File: src/rtl/hpd_clkgen_pkg.sv
package hpd_clkgen_pkg;

   // Field widths of the control word
   localparam int DIV_W  = 7;
   localparam int PDIV_W = 2;
   localparam int SRC_W  = 2;

   // Field positions decoded by the generator
   localparam int EN_POS   = 15;
   localparam int SRC_LSB  = 13;
   localparam int PDIV_LSB = 8;
   localparam int RSV_POS  = 7;
   localparam int DIV_LSB  = 0;

   // Predivider count offset: code p counts p+3 doubled ticks
   localparam int PRE_OFS  = 3;
   localparam int PRE_W    = 3;

   typedef struct packed {
      logic              en;
      logic [SRC_W-1:0]  src;
      logic [PDIV_W-1:0] pdiv;
      logic [DIV_W-1:0]  div;
   } gen_cfg_t;

   // Source code to tick input: 00/01 -> 0, 10 -> 1, 11 -> 2
   function automatic int src_index(input logic [SRC_W-1:0] code);
      int idx;
      case (code)
         2'b10:   idx = 1;
         2'b11:   idx = 2;
         default: idx = 0;
      endcase
      return idx;
   endfunction

   function automatic logic cfg_live(input gen_cfg_t c);
      return c.en && (c.pdiv != '0) && (c.div != '0);
   endfunction

endpackage

File: src/rtl/hpd_clkgen_ctrl_reg.sv
module hpd_clkgen_ctrl_reg #(
   parameter int DATA_W = 32
) (
   input  logic              clk,
   input  logic              rst_n,
   input  logic              wr,
   input  logic [DATA_W-1:0] wdata,
   output logic [DATA_W-1:0] q
);

   always_ff @(posedge clk or negedge rst_n) begin
      if (!rst_n) begin
         q <= '0;
      end else if (wr) begin
         q <= wdata;
      end
   end

endmodule

File: src/rtl/hpd_clkgen_src_sel.sv
module hpd_clkgen_src_sel
   import hpd_clkgen_pkg::*;
#(
   parameter int NSRC = 3
) (
   input  logic [NSRC-1:0]  src_tick,
   input  logic [SRC_W-1:0] src_code,
   output logic             tick
);

   logic [NSRC-1:0] hit;

   generate
      for (genvar g = 0; g < NSRC; g++) begin : g_src
         assign hit[g] = src_tick[g] && (src_index(src_code) == g);
      end
   endgenerate

   assign tick = |hit;

endmodule

File: src/rtl/hpd_clkgen_div_core.sv
module hpd_clkgen_div_core
   import hpd_clkgen_pkg::*;
(
   input  logic     clk,
   input  logic     rst_n,
   input  gen_cfg_t cfg_req,
   input  logic     tick,
   output gen_cfg_t act_cfg,
   output logic     act_live,
   output logic     gen_pulse,
   output logic     gen_sq
);

   localparam int POS_W = DIV_W + PRE_W;

   logic [PRE_W-1:0] pre_q, pre_d;
   logic [DIV_W-1:0] post_q, post_d;
   logic [POS_W-1:0] pos_q, pos_d;
   gen_cfg_t         act_d;
   logic [PRE_W-1:0] pre_last;
   logic             pre_tc;
   logic             period_end;
   logic             live_d;
   logic [POS_W-1:0] ratio_d;
   logic [POS_W-1:0] half_d;

   always_comb begin
      act_live   = cfg_live(act_cfg);
      pre_last   = {1'b0, act_cfg.pdiv} + PRE_W'(PRE_OFS - 1);
      pre_tc     = act_live && tick && (pre_q == pre_last);
      period_end = pre_tc && (post_q == act_cfg.div - DIV_W'(1));

      act_d  = act_cfg;
      pre_d  = pre_q;
      post_d = post_q;
      pos_d  = pos_q;

      if (period_end || !act_live) begin
         // Period boundary or idle: pick up the programmed setting
         act_d  = cfg_req;
         pre_d  = '0;
         post_d = '0;
         pos_d  = '0;
      end else if (tick) begin
         pre_d  = pre_tc ? '0 : pre_q + PRE_W'(1);
         post_d = pre_tc ? post_q + DIV_W'(1) : post_q;
         pos_d  = pos_q + POS_W'(1);
      end

      live_d  = cfg_live(act_d);
      ratio_d = POS_W'({1'b0, act_d.pdiv} + PRE_W'(PRE_OFS)) * POS_W'(act_d.div);
      half_d  = ratio_d >> 1;
   end

   always_ff @(posedge clk or negedge rst_n) begin
      if (!rst_n) begin
         act_cfg   <= '0;
         pre_q     <= '0;
         post_q    <= '0;
         pos_q     <= '0;
         gen_pulse <= 1'b0;
         gen_sq    <= 1'b0;
      end else begin
         act_cfg   <= act_d;
         pre_q     <= pre_d;
         post_q    <= post_d;
         pos_q     <= pos_d;
         gen_pulse <= period_end;
         gen_sq    <= live_d && (pos_d < half_d);
      end
   end

endmodule

File: src/rtl/hpd_clkgen.sv
module hpd_clkgen
   import hpd_clkgen_pkg::*;
#(
   parameter int DATA_W = 32,
   parameter int NSRC   = 3
) (
   input  logic              clk,
   input  logic              rst_n,
   input  logic              reg_wr,
   input  logic [DATA_W-1:0] reg_wdata,
   output logic [DATA_W-1:0] reg_rdata,
   input  logic [NSRC-1:0]   src_tick,
   output logic              gen_pulse,
   output logic              gen_sq
);

   generate
      if (DATA_W <= EN_POS) begin : g_bad_width
         $error("hpd_clkgen: DATA_W must hold the enable bit");
      end
      if (NSRC != 3) begin : g_bad_src
         $error("hpd_clkgen: the source code maps exactly three sources");
      end
   endgenerate

   gen_cfg_t cfg_req;
   gen_cfg_t act_cfg;
   logic     act_live;
   logic     sel_tick;
   logic     unused_bits;

   hpd_clkgen_ctrl_reg #(.DATA_W(DATA_W)) u_ctrl (
      .clk   (clk),
      .rst_n (rst_n),
      .wr    (reg_wr),
      .wdata (reg_wdata),
      .q     (reg_rdata)
   );

   always_comb begin
      cfg_req.en   = reg_rdata[EN_POS];
      cfg_req.src  = reg_rdata[SRC_LSB  +: SRC_W];
      cfg_req.pdiv = reg_rdata[PDIV_LSB +: PDIV_W];
      cfg_req.div  = reg_rdata[DIV_LSB  +: DIV_W];
   end

   assign unused_bits = ^{reg_rdata[DATA_W-1:EN_POS+1],
                          reg_rdata[SRC_LSB-1:PDIV_LSB+PDIV_W],
                          reg_rdata[RSV_POS]};

   hpd_clkgen_src_sel #(.NSRC(NSRC)) u_sel (
      .src_tick (src_tick),
      .src_code (act_cfg.src),
      .tick     (sel_tick)
   );

   hpd_clkgen_div_core u_core (
      .clk       (clk),
      .rst_n     (rst_n),
      .cfg_req   (cfg_req),
      .tick      (sel_tick),
      .act_cfg   (act_cfg),
      .act_live  (act_live),
      .gen_pulse (gen_pulse),
      .gen_sq    (gen_sq)
   );

endmodule

File: config.mk
export PLATFORM = sky130hd
export DESIGN_NAME = hpd_clkgen
export DESIGN_NICKNAME = d
export VERILOG_FILES = /design/src/rtl/hpd_clkgen_pkg.sv /design/src/rtl/hpd_clkgen_ctrl_reg.sv /design/src/rtl/hpd_clkgen_src_sel.sv /design/src/rtl/hpd_clkgen_div_core.sv /design/src/rtl/hpd_clkgen.sv
export SDC_FILE = /design/constraint.sdc
export NUM_CORES = 1
export LEC_CHECK = 0
export BUFFER_PORTS_ARGS = -buffer_cell sky130_fd_sc_hd__buf_4
export CORE_MARGIN = 3
export CORE_UTILIZATION = 50
export DETAILED_ROUTE_END_ITERATION = 8
export PLACE_DENSITY = 0.8
export SLEW_MARGIN = 20
export SYNTH_ARGS = -nofsm -noshare
export SYNTH_HDL_FRONTEND = slang
export SYNTH_SLANG_ARGS = --single-unit
File: constraint.sdc
create_clock -name clk -period 5.9 [get_ports clk]
set_input_delay 0.295 -clock clk [delete_from_list [all_inputs] [get_ports clk]]
set_output_delay 0.295 -clock clk [all_outputs]
set_load 0.05 [all_outputs]
==> metrics.csv, run 1 <==
metric,value,unit
die_h,97.07,µm
crit_path_max_fanout,14,
hold_viol_final,0,
core,7888,µm²
r2r_end,u_core.gen_sq,
netlist_area,4146,µm²
dp_hpwl,6.493,mm
dr.pass1.iters,4,
nNetsFinal,517,
fillers,603,
port_buffers,71,
clock_latency,0.36,ns
synth_ff_type,dfrtp_1,
area_growth,21.94,%
synth_top_family_by_area,multiplexers,
synth_edf_count,0,
syn_nets,439,
n_antenna_cell,0,
end_kind,flip-flop,
grt_max_degree,67,
place_congestion,0.8983,
grt_pass1_vias,3222,
via_per_inst,5.311,
synth_area_leaders,"dfrtp_1 40%, mux2_2 9.0%, ha_1 6.9%",
pwr-share-seq,19.8,%
yosys-mux-area-fraction,18.38,%
synthAdderAreaFrac,9.837,%
drc_errors,0,
start_util,52.57,%
utilization,64.10,%
post_drt_wl_per_cell,15.93,µm
yosys.area_share.simple,15.81,%
leakagePower,2.441,nW
worst_ir_drop_vdd,0.2929,mV
worstPathRequired,6.17,ns
layout_common_cells,"83 x buf_4, 64 x dfrtp_1, 33 x mux2_2, 26 x nor2_1, 23 x nor2b_1",
setup_tns,0,ns
rsz0062_at_grt,no,
antenna_found_initial,0,
drv_slew,0,
ff2ff_path_depth,25,
overflow,0,
clockBufferDepth,2,
syn_area_per_cell,11.15,µm²
clockPowerShare,12.5,%
synth_xor_area_share,6.337,%
maxCapViolCount,0,
combPwrFrac,67.7,%
reg2reg_from,u_core.act_cfg[2],
worstSetupPathType,reg2reg,
layout-drive-gt1-share,35.60,%
grt_pass1_wl,15.00,mm
first_iter_violations,112,
crit_path_start_kind,flip-flop,
yosysTopAreaCellShare,39.83,%
post-route-period-util,93.66,%
intPower,1.749,mW
yosys.area.top_type,dfrtp_1,
fmax,181.0,MHz
ys_async_sr_fraction,100.0,%
relSlewSlack,45.68,%
drt-total-wl,8.875,mm
cts.clk_slew.worst_paths,0.08,ns
grt_usage,19.51,%
worst-slew-pin-transition,0.8148,ns
htreeDepth,3,
vias,2958,
die_w,97.07,µm
layout_commonest_cell,buf_4,
synth_seq_cells,66,
ios,72,
yosysWarnings,0,
fin_skew,0.01189,ns
cts_made_buffers,9,
cts_tree,built,
cts_sinks,66,
period_minus_slack,5.526,ns
dieArea,9422,µm²
seq_area_frac_synth,39.83,%
p_per_area,642.9,nW/µm²
crit_arrival,5.79,ns
p_switching,1.502,mW
synth_compound_area_share,5.613,%
reg2reg_slack,0.37,ns
hold-worst-slack,0.02850,ns
cts_root_buffer,clkbuf_8,
synthDistinctLibCells,49,
hold_class,in2async,
swShare,46.20,%
synthCells,372,
holdBufCountCts,0,
status,"complete, no violations",
antenna_left,0,
rows,32,
setup-violations-final,0,
routing by layer:
metal	global-route usage (%)	vias to the layer above	wire length, µm
li1	-	1444	-
met1	25.40	1415	4074
met2	30.94	84	4008
met3	6.820	15	665
met4	5.508	0	126
met5	0	-	0
cell usage after synthesis (all sizes together), types with 2 or more instances:
cell type / count
a211oi: 3
a21o: 6
a21oi: 9
and3: 5
and4: 3
buf: 11
clkbuf: 5
dfrtp: 66
fa: 6
ha: 23
inv: 16
mux2: 43
mux2i: 24
nand2: 13
nand2b: 18
nand3: 5
nand3b: 2
nand4: 4
nor2: 27
nor2b: 23
nor3: 5
nor4: 2
o21a: 2
o21ai: 4
o21bai: 2
or3: 2
or4: 2
xnor2: 15
xor2: 15
per-stage QoR:
| step | setup WS, ns | power (mW) | cells | area, µm² |
|---|---|---|---|---|
| final | 0.3743 | 3.251 | 557 | 5056 |
| after detailed placement | 0.1473 | 2.744 | 538 | 4761 |
| after floorplan | 0.1494 | 2.303 | 372 | 4146 |
| after global routing | 0.004256 | 3.570 | 557 | 5056 |
| after global placement | 0.3198 | 2.656 | 538 | 4761 |
| after CTS | 0.1104 | 3.168 | 554 | 4969 |
worst max-delay path by stage:
| stage | start | to | slack, ns |
|---|---|---|---|
| after floorplan | u_core.act_cfg[3] | u_core.gen_sq | 0.15 |
| after global placement | u_core.act_cfg[8] | u_core.gen_sq | 0.32 |
| after detailed placement | u_core.act_cfg[0] | u_core.gen_sq | 0.15 |
| after CTS | u_core.act_cfg[0] | u_core.gen_sq | 0.11 |
| after global routing | u_core.act_cfg[0] | u_core.gen_sq | 0.004 |
| final | u_core.act_cfg[2] | u_core.gen_sq | 0.37 |
cell families after synthesis:
group           count (synthesis)
compound gates                 34
xor+xnor                       30
fa+ha+maj                      29
buf+inv                        32
flops                          66
mux                            67
simple gates                  114
worst max-delay path: stages (launching register included):
cell and delay (ns):
dfrtp_1 0.47, or4_4 0.57, o21a_1 0.25, and3_1 0.19
nand4_2 0.13, nand2_4 0.09, mux2i_4 0.20, ha_4 0.36
nand2b_1 0.13, mux2i_2 0.08, fa_1 0.52, ha_1 0.17
inv_1 0.05, fa_1 0.39, inv_1 0.08, a21oi_1 0.06
o21bai_1 0.20, a21o_1 0.15, a21oi_1 0.07, xor2_1 0.15
ha_1 0.30, a21o_1 0.18, a211oi_2 0.20, o21ai_1 0.12
a211o_1 0.28, o31ai_1 0.06
registers in the layout, indices dropped and copies added (netlist names):
register	flops
u_core.post_q	7
u_core.pre_q	3
u_core.pos_q	10
u_core.gen_sq	1
u_ctrl.q	32
u_core.act_cfg	12
u_core.gen_pulse	1
cell type report:
class	instances	area [µm²]	area share, %
clock buffer	9	123.9	2.450
clock inverter	7	83.83	1.658
inverter	16	60.06	1.188
multi-input combinational	274	2384	47.14
sequential	66	1654	32.71
tap	102	127.6	2.524
timing repair buffer	83	623.1	12.32
power groups by stage:
stage | logic [mW] | clock network, mW | registers [mW]
after floorplan | 1.61 | 0 | 0.697
after global routing | 2.47 | 0.437 | 0.660
after CTS | 2.12 | 0.413 | 0.640
final | 2.20 | 0.406 | 0.645
after detailed placement | 2.10 | 0 | 0.647
after global placement | 2.01 | 0 | 0.645
repair_timing:
action	in CTS	in global routing
buffers inserted	0	3
gates resized for setup	0	15
hold endpoints to repair	0	0
setup endpoints to repair	0	1
Note: power is estimated with default switching activity, not from simulation.
==> inputs of run 2 (changes only) <==
--- a/config.mk
+++ b/config.mk
@@ -10,6 +10,7 @@
 export CORE_UTILIZATION = 50
 export DETAILED_ROUTE_END_ITERATION = 8
 export PLACE_DENSITY = 0.8
+export SETUP_SLACK_MARGIN = 0.4
 export SLEW_MARGIN = 20
 export SYNTH_ARGS = -nofsm -noshare
 export SYNTH_HDL_FRONTEND = slang
==> run 2 against run 1 <==
Via count up 3.9%. Clock skew down 0.00064 ns. Sequential share of layout area down 1.4 points. Die area unchanged.
==> metrics.csv, run 2 (synthesized netlist as in run 1, its figures left out) <==
metric,value,unit,change
largest_register_ffs,32,,unchanged
cts_sinks,66,,unchanged
worst-slew-pin-transition,0.8174,ns,+0.002586 ns
clock_latency,0.35,ns,about the same
maxCapViolCount,0,,unchanged
holdBufCountCts,0,,unchanged
start_util,52.57,%,unchanged
relSlewSlack,45.51,%,-0.17 points
dr.pass1.iters,4,,unchanged
via_per_inst,5.382,,+1.3%
antenna_found_initial,0,,unchanged
core,7888,µm²,unchanged
layout-drive-gt1-share,42.43,%,+6.8 points
top_register,u_ctrl.q,,
vias,3073,,+3.9%
critical_path.slowest_cell,fa_1,,
r2r_end,u_core.gen_sq,,
grtUsageMet1,25.84,%,+0.44 points
reg.largest.list,"u_ctrl.q: 32 flops, u_core.act_cfg: 12 flops, u_core.pos_q: 10 flops",,
place_congestion,0.8715,,-3.0%
post_drt_wl_per_cell,17.14,µm,+7.6%
period_minus_slack,5.534,ns,+0.008438 ns
worstSetupPathType,reg2reg,,
crit_path_max_fanout,8,,-6
drt-total-wl,9.785,mm,+10%
grt_pass1_wl,15.25,mm,+1.7%
cts_made_buffers,9,,unchanged
grt_usage,20.19,%,+0.68 points
slowest_delay,0.56,ns,about the same
clockBufferDepth,2,,unchanged
port_buffers,71,,unchanged
rsz0062_at_grt,yes,,
antenna_left,0,,unchanged
overflow,0,,unchanged
fmax,180.7,MHz,-0.15%
worstPathRequired,6.15,ns,-0.02 ns
post-route-period-util,93.80,%,+0.14 points
drc_errors,0,,unchanged
grt_max_degree,67,,unchanged
htreeDepth,3,,unchanged
cts_root_buffer,clkbuf_8,,
end_kind,flip-flop,,
area_growth,27.79,%,
cts.clk_slew.worst_paths,0.09,ns,about the same
met2_usage,32.17,%,+1.2 points
hold_viol_final,0,,unchanged
die_w,97.07,µm,unchanged
setup_ws,0.3659,ns,-0.008438 ns
n_antenna_cell,0,,unchanged
ff2ff_path_depth,26,,+4.0%
nNetsFinal,531,,+2.7%
setup_tns,0,ns,unchanged
setup-violations-final,0,,unchanged
layout_common_cells,"95 x buf_4, 61 x dfrtp_1, 33 x mux2_2, 26 x nor2_1, 23 x nor2b_1",,
status,"complete, no violations",,
dp_hpwl,6.803,mm,+4.8%
reg2reg_from,u_core.act_cfg[5],,
grt_pass1_vias,3112,,-3.4%
crit_arrival,5.79,ns,about the same
busiest_layer,met2,,
rows,32,,unchanged
cts_tree,built,,
hold-worst-slack,0.03436,ns,+0.005866 ns
reg2reg_slack,0.37,ns,about the same
grtUsageMet3,6.604,%,-0.22 points
hold_class,in2async,,
ios,72,,unchanged
die_h,97.07,µm,unchanged
layout_commonest_cell,buf_4,,
drv_slew,0,,unchanged
pre_cts_ws,0.1381,ns,-0.009210 ns
fin_skew,0.01125,ns,-0.0006368 ns
dieArea,9422,µm²,unchanged
first_iter_violations,138,,+23%
crit_path_start_kind,flip-flop,,
[run 2: cell types whose count changed in the layout (fill, tap and decap cells not counted), moves of 3 or more]
cell     delta
buf_4      +12
inv_1       -5
inv_2       +4
a21oi_1     -3
dfrtp_1     -3
dfrtp_2     +3
ha_1        -3
[run 2: routing by layer]
metal  up-vias  wire length [µm]
met5         -                 0
met4         0               113
met3        11               725
met2        92              4677
met1      1494              4268
li1       1476                 -
[run 2: area by class of cell]
type	instances	area [µm²]
fillers	576	2589
inverters	16	62.56
multi-input cells	274	2514
clock buffers	9	123.9
repair buffers	97	729.5
well taps	102	127.6
flip-flops and latches	66	1658
clock inverters	7	83.83
[run 2: how the worst max path moves through the flow]
stage | startpoint | endpoint | slack (ns) | cells past startpoint
after floorplan | u_core.act_cfg[3] | u_core.gen_sq | 0.37 | 30
after global placement | u_core.act_cfg[8] | u_core.gen_sq | 0.35 | 25
after detailed placement | u_core.act_cfg[8] | u_core.gen_sq | 0.14 | 23
after CTS | u_core.act_cfg[1] | u_core.gen_sq | 0.40 | 27
after global routing | u_core.act_cfg[5] | u_core.gen_sq | 0.08 | 26
final | u_core.act_cfg[5] | u_core.gen_sq | 0.37 | 26
[run 2: metrics by stage]
stage | cells | utilization (%) | area, µm²
2_1_floorplan | 372 | - | 4182
5_1_grt | 571 | 67.18 | 5299
6_report | 571 | 67.18 | 5299
4_1_cts | 554 | 64.01 | 5049
3_3_place_gp | 537 | 60.52 | 4773
3_5_place_dp | 537 | 60.52 | 4773
[run 2: critical path: cells and delay by family, from the launching register on]
kind            cells  cell delay, ns
mux                 2            0.33
simple gates        5            0.89
fa+ha+maj           5            1.59
compound gates      9            1.41
flops               1            0.40
xor+xnor            2            0.52
buf+inv             3            0.29
[run 2: repair_timing]
action                                  4_1_cts  5_1_grt
resized for setup                            14       29
setup buffers                                 1       17
gates cloned                                  0        0
pin swaps                                     2       19
endpoints found under the setup margin        1        1
Power of run 2 is not shown: default switching activity piles up to over one toggle a cycle in this logic, so the estimate is an artifact.
==> inputs of run 3 (changes only) <==
--- a/config.mk
+++ b/config.mk
@@ -6,6 +6,7 @@
 export NUM_CORES = 1
 export LEC_CHECK = 0
 export BUFFER_PORTS_ARGS = -buffer_cell sky130_fd_sc_hd__buf_4
+export CORE_ASPECT_RATIO = 0.75
 export CORE_MARGIN = 3
 export CORE_UTILIZATION = 50
 export DETAILED_ROUTE_END_ITERATION = 8
==> run 3 against run 2 <==
First-iteration DRC count up 81%. Maximum frequency up 2.3%. Critical endpoint unchanged. Flip-flop and latch count unchanged. Critical path type unchanged. Count of clock-buffer cells in the layout up 2. Non-clock buffer count down 6. Die area up 0.12%. Worst setup slack better by 0.13 ns. Routed wire length down 0.48%. Critical path depth down 1. Clock skew down 0.0031 ns.
==> metrics.csv, run 3 (synthesized netlist as in run 1, its figures left out) <==
metric,value,unit,change
cts_tree,built,,
crit_arrival,5.66,ns,-0.13 ns
p_per_area,672.5,nW/µm²,
setup-violations-final,0,,unchanged
hold_viol_final,0,,unchanged
antenna_found_initial,0,,unchanged
drt-total-wl,9.738,mm,-0.48%
place_congestion,0.8525,,-2.2%
finalPower,3.513,mW,
vias,3089,,+0.52%
status,"complete, no violations",,
instances_no_fill,568,,-0.53%
clockBufferDepth,2,,unchanged
core,7988,µm²,+1.3%
dieArea,9433,µm²,+0.12%
leakagePower,2.474,nW,
maxCapViolCount,0,,unchanged
top_register,u_ctrl.q,,
critPathTopFamily,adder cells,,
grt_pass1_wl,16.15,mm,+5.9%
post-route-period-util,91.65,%,-2.2 points
grt_usage,21.30,%,+1.1 points
utilization,65.40,%,-1.8 points
cts.clk_slew.worst_paths,0.07,ns,-0.02 ns
worstSetupPathType,reg2reg,,
layout_commonest_cell,buf_4,,
ios,72,,unchanged
worst_ir_drop_vdd,0.3196,mV,
via_per_inst,5.438,,+1.1%
start_util,51.91,%,-0.66 points
nNetsFinal,525,,-1.1%
reg.largest.list,"u_ctrl.q: 32 flops, u_core.act_cfg: 12 flops, u_core.pos_q: 10 flops",,
critical_path.slowest_cell,fa_1,,
cts_made_buffers,9,,unchanged
end_kind,flip-flop,,
holdBufCountCts,0,,unchanged
drv_slew,0,,unchanged
period_minus_slack,5.407,ns,-0.1270 ns
clock_latency,0.35,ns,about the same
slowest_delay,0.57,ns,about the same
n_antenna_cell,0,,unchanged
cts_root_buffer,clkbuf_8,,
worstPathRequired,6.15,ns,about the same
setup_tns,0,ns,unchanged
rsz0062_at_grt,yes,,
rows,28,,-13%
die_w,111.2,µm,+15%
port_buffers,71,,unchanged
place_inst,540,,+0.56%
r2r_end,u_core.gen_sq,,
relSlewSlack,44.24,%,-1.3 points
fmax,184.9,MHz,+2.3%
drc_errors,0,,unchanged
grt_pass1_vias,3253,,+4.5%
dp_hpwl,6.888,mm,+1.2%
overflow,0,,unchanged
largest_register_ffs,32,,unchanged
dr.pass1.iters,4,,unchanged
reg2reg_from,u_core.act_cfg[3],,
cts_sinks,66,,unchanged
layout_common_cells,"90 x buf_4, 61 x dfrtp_1, 33 x mux2_2, 26 x nor2_1, 23 x nor2b_1",,
grt_max_degree,67,,unchanged
ff2ff_path_depth,25,,-3.8%
cp_num_buf_inv,2,,-1
die_h,84.87,µm,-13%
post_drt_wl_per_cell,17.14,µm,about the same
hold_class,in2async,,
crit_path_max_fanout,7,,-1
first_iter_violations,250,,+81%
crit_path_start_kind,flip-flop,,
fin_skew,0.008187,ns,-0.003065 ns
antenna_left,0,,unchanged
layout-drive-gt1-share,41.25,%,-1.2 points
htreeDepth,3,,unchanged
reg2reg_slack,0.49,ns,+0.13 ns
area_growth,25.98,%,
worst-slew-pin-transition,0.8364,ns,+0.01896 ns
run 3: layer usage:
layer	track usage (%)	wire length (µm)	up-vias
met5	0	0	-
met4	6.961	108	0
met3	6.629	775	13
met2	32.54	4469	112
met1	29.22	4384	1506
li1	-	-	1458
run 3: final cells by class:
class | instances | area (µm²)
Inverter | 16 | 60.06
Sequential cell | 66 | 1658
Tap cell | 105 | 131.4
Timing Repair Buffer | 91 | 680.7
Clock inverter | 5 | 30.03
Clock buffer | 11 | 141.4
Multi-Input combinational cell | 274 | 2522
Fill cell | 585 | 2764
run 3: stage by stage:
step                      hold slack, ns  worst slack, ns  instance area (µm²)
final                            0.05218           0.4929                 5224
after detailed placement          0.4514           0.1581                 4777
after CTS                        0.07188           0.4031                 5015
after global routing              0.1024           0.2792                 5224
after floorplan               -0.0005911           0.3661                 4182
after global placement            0.4365           0.4192                 4777
run 3: worst register-to-register path, delay by kind of cell (launching register included):
| family | cells | cell delay [ns] |
|---|---|---|
| muxes | 2 | 0.27 |
| xor gates and xnor gates | 1 | 0.17 |
| buffers and inverters | 2 | 0.11 |
| AOI/OAI and AO/OA | 10 | 1.53 |
| adders and majority gates | 5 | 1.75 |
| and+or+nand+nor | 5 | 1.06 |
| DFF | 1 | 0.43 |
run 3: how the worst max path moves through the flow:
stage	cells after the start	end	startpoint	slack, ns
2_1_floorplan	30	u_core.gen_sq	u_core.act_cfg[3]	0.37
3_3_place_gp	23	u_core.gen_sq	u_core.act_cfg[8]	0.42
3_5_place_dp	25	u_core.gen_sq	u_core.act_cfg[8]	0.16
4_1_cts	27	u_core.gen_sq	u_core.act_cfg[0]	0.40
5_1_grt	24	u_core.gen_sq	u_core.act_cfg[5]	0.28
6_report	25	u_core.gen_sq	u_core.act_cfg[3]	0.49
run 3: power breakdown:
part           total [mW]  internal, mW  switching [mW]
Combinational        2.54          1.19            1.36
Clock               0.335         0.162           0.173
Sequential          0.635         0.539          0.0960
run 3: what timing repair did:
action                     CTS  global route
pin swaps                    1            17
setup buffers                3             9
setup endpoints to repair    1             1
hold endpoints to repair     0             0
gates resized for setup     11            29
